File: config.mk
export PLATFORM = sky130hd
export DESIGN_NAME = ptw_top
export DESIGN_NICKNAME = d
export VERILOG_FILES = /design/src/rtl/ptw_pkg.sv /design/src/rtl/ptw_dpath.sv /design/src/rtl/ptw_ctrl.sv /design/src/rtl/ptw_top.sv
export SDC_FILE = /design/constraint.sdc
export NUM_CORES = 1
export LEC_CHECK = 0
export BUFFER_PORTS_ARGS = -buffer_cell sky130_fd_sc_hd__buf_2
export CAP_MARGIN = 20
export CORE_ASPECT_RATIO = 1.2
export CORE_UTILIZATION = 51
export CTS_CLUSTER_SIZE = 8
export DETAILED_ROUTE_END_ITERATION = 10
export PLACE_DENSITY = 0.89
export SETUP_SLACK_MARGIN = 0.2
export SKIP_LAST_GASP = 1
export SLEW_MARGIN = 10
export SYNTH_ARGS = -nofsm -noshare
export SYNTH_HDL_FRONTEND = slang
export SYNTH_SLANG_ARGS = --single-unit
export TNS_END_PERCENT = 100
File: constraint.sdc
create_clock -name clk -period 2.5 [get_ports clk]
set_input_delay 0.25 -clock clk [delete_from_list [all_inputs] [get_ports clk]]
set_output_delay 0.25 -clock clk [all_outputs]
set_load 0.01 [all_outputs]
File: src/rtl/ptw_pkg.sv
package ptw_pkg;

  localparam int PRESENT_BIT = 0;
  localparam int WRITE_BIT   = 1;

  typedef enum logic [1:0] {
    FLT_NONE   = 2'd0,
    FLT_BOUND  = 2'd1,
    FLT_OUTER  = 2'd2,
    FLT_LEAF   = 2'd3
  } faultCode_e;

  typedef enum logic [2:0] {
    ST_IDLE,
    ST_RD_OUTER,
    ST_RD_INNER,
    ST_DONE,
    ST_FAULT
  } walkState_e;

  // strobes from control to datapath
  typedef struct packed {
    logic acceptWalk;
    logic takeOuter;
    logic takeLeaf;
    logic selInner;
  } ctrlStrobes_t;

endpackage

File: src/rtl/ptw_dpath.sv
module ptw_dpath
  import ptw_pkg::*;
#(
  parameter int AW   = 32,
  parameter int OFFW = 10,
  parameter int INW  = 10,
  localparam int OUTW = AW - OFFW - INW,
  localparam int FRW  = AW - OFFW
) (
  input  logic            clk,
  input  logic            rstN,
  input  ctrlStrobes_t    strobes,
  input  logic [AW-1:0]   walkVaddr,
  input  logic [AW-1:0]   tableBase,
  input  logic [OUTW:0]   tableLen,
  input  logic [AW-1:0]   memRdata,
  output logic            boundOk,
  output logic [AW-1:0]   memAddr,
  output logic [FRW-1:0]  resFrame,
  output logic            resWritable,
  output logic [AW-1:0]   resPaddr
);

  logic [AW-1:0]  vaReg;
  logic [AW-1:0]  baseReg;
  logic [FRW-1:0] innerBase;
  logic [FRW-1:0] frameReg;
  logic           writeReg;

  logic [OUTW-1:0] outerIdx;
  logic [INW-1:0]  innerIdx;
  logic [AW-1:0]   outerAddr;
  logic [AW-1:0]   innerAddr;
  logic            unusedEntryBits;

  assign outerIdx  = vaReg[AW-1 -: OUTW];
  assign innerIdx  = vaReg[OFFW +: INW];
  assign outerAddr = baseReg + AW'({outerIdx, 2'b00});
  assign innerAddr = {innerBase, {OFFW{1'b0}}} + AW'({innerIdx, 2'b00});
  assign memAddr   = strobes.selInner ? innerAddr : outerAddr;

  assign boundOk = {1'b0, walkVaddr[AW-1 -: OUTW]} < tableLen;

  always_ff @(posedge clk) begin
    if (!rstN) begin
      vaReg     <= '0;
      baseReg   <= '0;
      innerBase <= '0;
      frameReg  <= '0;
      writeReg  <= 1'b0;
    end else begin
      if (strobes.acceptWalk) begin
        vaReg    <= walkVaddr;
        baseReg  <= tableBase;
        frameReg <= '0;
        writeReg <= 1'b0;
      end
      if (strobes.takeOuter) innerBase <= memRdata[AW-1:OFFW];
      if (strobes.takeLeaf) begin
        frameReg <= memRdata[AW-1:OFFW];
        writeReg <= memRdata[WRITE_BIT];
      end
    end
  end

  assign resFrame    = frameReg;
  assign resWritable = writeReg;
  assign resPaddr    = {frameReg, vaReg[OFFW-1:0]};

  assign unusedEntryBits = ^{memRdata[OFFW-1:WRITE_BIT+1], memRdata[PRESENT_BIT]};

endmodule

File: src/rtl/ptw_ctrl.sv
module ptw_ctrl
  import ptw_pkg::*;
(
  input  logic          clk,
  input  logic          rstN,
  input  logic          walkReq,
  input  logic          boundOk,
  input  logic          memGnt,
  input  logic          memRvalid,
  input  logic          entryPresent,
  output logic          walkReady,
  output logic          memReq,
  output ctrlStrobes_t  strobes,
  output logic          resValid,
  output logic          resFault,
  output logic [1:0]    resFaultCode
);

  walkState_e state, stateNext;
  faultCode_e code, codeNext;
  logic       pending, pendingNext;
  logic       reading, dataIn;

  assign reading = (state == ST_RD_OUTER) || (state == ST_RD_INNER);
  assign dataIn  = reading && pending && memRvalid;

  always_comb begin
    stateNext   = state;
    codeNext    = code;
    pendingNext = pending;
    strobes     = '0;
    strobes.selInner = (state == ST_RD_INNER);

    if (reading && !pending && memGnt) pendingNext = 1'b1;

    case (state)
      ST_IDLE: begin
        if (walkReq) begin
          strobes.acceptWalk = 1'b1;
          pendingNext = 1'b0;
          if (boundOk) begin
            stateNext = ST_RD_OUTER;
            codeNext  = FLT_NONE;
          end else begin
            stateNext = ST_FAULT;
            codeNext  = FLT_BOUND;
          end
        end
      end
      ST_RD_OUTER: begin
        if (dataIn) begin
          pendingNext = 1'b0;
          if (entryPresent) begin
            strobes.takeOuter = 1'b1;
            stateNext = ST_RD_INNER;
          end else begin
            stateNext = ST_FAULT;
            codeNext  = FLT_OUTER;
          end
        end
      end
      ST_RD_INNER: begin
        if (dataIn) begin
          pendingNext = 1'b0;
          if (entryPresent) begin
            strobes.takeLeaf = 1'b1;
            stateNext = ST_DONE;
          end else begin
            stateNext = ST_FAULT;
            codeNext  = FLT_LEAF;
          end
        end
      end
      default: stateNext = ST_IDLE;
    endcase
  end

  always_ff @(posedge clk) begin
    if (!rstN) begin
      state   <= ST_IDLE;
      code    <= FLT_NONE;
      pending <= 1'b0;
    end else begin
      state   <= stateNext;
      code    <= codeNext;
      pending <= pendingNext;
    end
  end

  assign walkReady    = (state == ST_IDLE);
  assign memReq       = reading && !pending;
  assign resValid     = (state == ST_DONE) || (state == ST_FAULT);
  assign resFault     = (state == ST_FAULT);
  assign resFaultCode = code;

endmodule

File: src/rtl/ptw_top.sv
module ptw_top
  import ptw_pkg::*;
#(
  parameter int AW   = 32,
  parameter int OFFW = 10,
  parameter int INW  = 10,
  localparam int OUTW = AW - OFFW - INW,
  localparam int FRW  = AW - OFFW
) (
  input  logic            clk,
  input  logic            rstN,
  input  logic            walkReq,
  input  logic [AW-1:0]   walkVaddr,
  input  logic [AW-1:0]   tableBase,
  input  logic [OUTW:0]   tableLen,
  output logic            walkReady,
  output logic            memReq,
  output logic [AW-1:0]   memAddr,
  input  logic            memGnt,
  input  logic            memRvalid,
  input  logic [AW-1:0]   memRdata,
  output logic            resValid,
  output logic            resFault,
  output logic [1:0]      resFaultCode,
  output logic [FRW-1:0]  resFrame,
  output logic            resWritable,
  output logic [AW-1:0]   resPaddr
);

  ctrlStrobes_t strobes;
  logic         boundOk;

  ptw_ctrl ctrl_i (
    .clk          (clk),
    .rstN         (rstN),
    .walkReq      (walkReq),
    .boundOk      (boundOk),
    .memGnt       (memGnt),
    .memRvalid    (memRvalid),
    .entryPresent (memRdata[PRESENT_BIT]),
    .walkReady    (walkReady),
    .memReq       (memReq),
    .strobes      (strobes),
    .resValid     (resValid),
    .resFault     (resFault),
    .resFaultCode (resFaultCode)
  );

  ptw_dpath #(.AW(AW), .OFFW(OFFW), .INW(INW)) dpath_i (
    .clk         (clk),
    .rstN        (rstN),
    .strobes     (strobes),
    .walkVaddr   (walkVaddr),
    .tableBase   (tableBase),
    .tableLen    (tableLen),
    .memRdata    (memRdata),
    .boundOk     (boundOk),
    .memAddr     (memAddr),
    .resFrame    (resFrame),
    .resWritable (resWritable),
    .resPaddr    (resPaddr)
  );

endmodule

==> impl_metrics.ini <==
[critical_path]
arrival_ns = 2.74
reg2reg_depth = 5
critPathLaunchType = register
rr_startpoint = ctrl_i.state[0]$_SDFFE_PN0P_
critical_path_class = reg2out
endpoint_kind = output pin
worstSetupStartpoint = dpath_i.vaReg[20]$_SDFFE_PN0P_
rrSetupSlack_ns = 0.44
cp.required_ns = 2.25
critPathMaxFanout = 5
rr_endpoint = dpath_i.resFrame[0]$_SDFFE_PN0P_
endpoint = memAddr[18]

[synth]
syn_avg_cell_area_sq_um = 7.99
synth_warnings = 0
synth_seq_cells = 115
syn_inst = 814
synth_edf_count = 0
seq_area_frac_synth = 0.354
syn_area_sq_um = 6500
synth_ff_type = dfxtp_1
mappedNetlistNets = 955
async_flop_share = 0
ys_types = 60

[timing]
slew_viol_final = 0
rsz0062_at_grt = true
finalSetupViolCount = 23
max_slew_margin = 0.378
finalClockSkew_ns = 0.00695
timing.final.ws_setup_ns = -0.486
worst_pin_slew_ns = 0.932
max_freq_ghz = 0.335
fin_crit_sh = 1.19
tns_ns = -6.55
fin_crit_ns = 2.99
finalHoldViolCount = 0

[layout]
layout_commonest_cell = nand2_1
area_growth_pct = 28.7
final_net_count = 1123
stdcell_area_sq_um = 8370
layout-drive-gt1-share = 0.316
final_cell_mix = nand2_1, buf_2, dfxtp_1
n_fill_cell = 1012

[route]
via_per_inst = 5.25
post_drt_wl_per_cell_microns = 14.5
drt_wl_total_mm = 16.8
drc = 0
antenna_left = 0
dr.pass1.iters = 5
num_vias = 6080
first_iter_violations = 333

[power]
peakVddDrop_mv = 0.368
p_switching_uw = 1660
p_clk_frac = 0.415
swShare = 0.303
pwr-share-seq = 0.378
p_leak_uw = 0.00364
power.density_nw_per_um2 = 654
intPower_uw = 3820
p_comb_frac = 0.207

[grt]
grt_max_degree = 84
grt_use_met1 = 0.303
grt.overflow.total = 0
grt_pass1_wl_mm = 27.0
grt_busiest_layer = met2
grtUsageMet2 = 0.436
grtUsageTotal = 0.252
antenna_found_initial = 1
grt_pass1_vias = 5797
grt_use_met3 = 0.0466

[clock_network]
clockBufferDepth = 2
numCtsBuffers = 17
cts_hold_buf = 0
cts_tree = yes
ctsHtreeMaxLevel = 4
clock_sinks = 115
worstSkewPairLatency_ns = 0.41
clk_pin_slew_ns = 0.06
cts-root-buf = clkbuf_16

[placed_design]
port_buffers = 198
place.gp.congestion = 0.925
pre_cts_ws_ns = -0.123
placed_area_sq_um = 7460
dp_hpwl_mm = 11.4

[floorplanning]
die_height_microns = 126
ios = 207
row_count = 44
fp.dieW_microns = 105
initial_utilization = 0.530
design.core.area_sq_um = 12300
die-area_sq_um = 13200

[hold_path]
hold_class = in2reg

[run]
cap_violations = 0

[outcome]
outcome = finished, violations left
violations = setup timing
[repair_timing]
item,in CTS,in global routing
setup buffers,1,8
setup endpoints to repair,30,30
pin swaps,9,22
gates resized for setup,21,36
[Yosys cell counts (4+ instances only)]
master    number  area, sq um
a21boi_0      73          548
a21boi_1      14          105
a21oi_1       24          120
a22oi_1       23          173
a31oi_1        4         25.0
and2_1         4         25.0
and3_1        10         62.6
buf_2          9         45.0
buf_4         41          308
clkbuf_1      23         86.3
dfxtp_1      115         2300
ha_1          25          313
inv_1         19         71.3
mux2i_1        4         40.0
nand2_1      218          818
nand3_1       12         60.1
nand4_1        6         37.5
nor2_1        27          101
nor2b_1       25          156
nor3_1         9         45.0
nor3b_1        5         37.5
o21ai_0       20          100
o21ai_1        6         30.0
xnor2_1       22          193
xor2_1        21          184
[flip-flops by register name, indices dropped and copies added, names as in the netlist]
name / cells
dpath_i.baseReg: 32
dpath_i.resWritable: 1
ctrl_i.resFaultCode: 2
dpath_i.vaReg: 32
dpath_i.resFrame: 22
dpath_i.innerBase: 22
ctrl_i.pending: 1
ctrl_i.state: 3
[worst min-delay path by stage]
stage | endpoint | depth (start not counted) | from
finish | dpath_i.baseReg[27]$_SDFFE_PN0P_ | 3 | tableBase[27]
floorplan | dpath_i.vaReg[20]$_SDFFE_PN0P_ | 2 | walkVaddr[20]
global route | dpath_i.baseReg[6]$_SDFFE_PN0P_ | 3 | tableBase[6]
CTS | dpath_i.baseReg[27]$_SDFFE_PN0P_ | 3 | tableBase[27]
global placement | dpath_i.vaReg[8]$_SDFFE_PN0P_ | 2 | dpath_i.vaReg[8]$_SDFFE_PN0P_
detailed placement | dpath_i.vaReg[5]$_SDFFE_PN0P_ | 2 | dpath_i.vaReg[5]$_SDFFE_PN0P_
[layer usage]
layer / part of all wire / routed length [microns] / vias up
li1: - / - / 3065
met1: 0.43 / 7200 / 2787
met2: 0.50 / 8400 / 194
met3: 0.047 / 784 / 34
met4: 0.023 / 391 / 0
met5: 0 / 0 / -
[power groups by stage]
stage | Sequential (uW) | Combinational, uW | Clock, uW
global placement | 2080 | 1010 | 0
global route | 2080 | 1250 | 2400
floorplan | 2060 | 708 | 0
finish | 2070 | 1130 | 2270
detailed placement | 2090 | 1030 | 0
CTS | 2060 | 1060 | 2310
[cells by family (layout without fill, tap and decap cells)]
logic type / Yosys count / count (layout) / synth area share
and+or+nand+nor: 338 / 338 / 0.239
AOI/OAI and AO/OA: 192 / 192 / 0.209
DFF: 115 / 115 / 0.354
buffers and inverters: 95 / 276 / 0.0802
xor gates and xnor gates: 43 / 43 / 0.0579
adders and majority gates: 27 / 27 / 0.0543
muxes: 4 / 4 / 0.00616
other: 0 / 1 / 0
[area by class of cell]
| class | instances | area, sq um | share of cell area |
|---|---|---|---|
| multi-input cells | 604 | 3970 | 0.475 |
| clock inverters | 14 | 133 | 0.0158 |
| diodes | 1 | 2.50 | 0.000299 |
| repair buffers | 225 | 1250 | 0.149 |
| clock buffers | 18 | 429 | 0.0513 |
| well taps | 161 | 201 | 0.0241 |
| inverters | 19 | 71.3 | 0.00852 |
| flip-flops and latches | 115 | 2310 | 0.276 |
[critical path, stage by stage (launching register included)]
cell       delay (ns)
dfxtp_2          0.34
ha_4             0.16
fa_2             0.38
a21oi_4          0.21
o2111ai_4        0.16
a311oi_4         0.29
buf_6            0.17
nor2_1           0.06
xnor2_1          0.12
mux2i_1          0.26
buf_2            0.19
[stage by stage]
| stage | total power [uW] | hold WS [ns] | cells | utilization |
|---|---|---|---|---|
| 6_report | 5470 | 0.0836 | 1157 | 0.682 |
| 5_1_grt | 5730 | 0.0785 | 1157 | 0.682 |
| 4_1_cts | 5420 | 0.0699 | 1148 | 0.661 |
| 3_5_place_dp | 3120 | 0.455 | 1115 | 0.607 |
| 3_3_place_gp | 3090 | 0.447 | 1115 | 0.607 |
| 2_1_floorplan | 2770 | 0.377 | 814 | - |
Note: power is estimated with default switching activity, not from simulation.
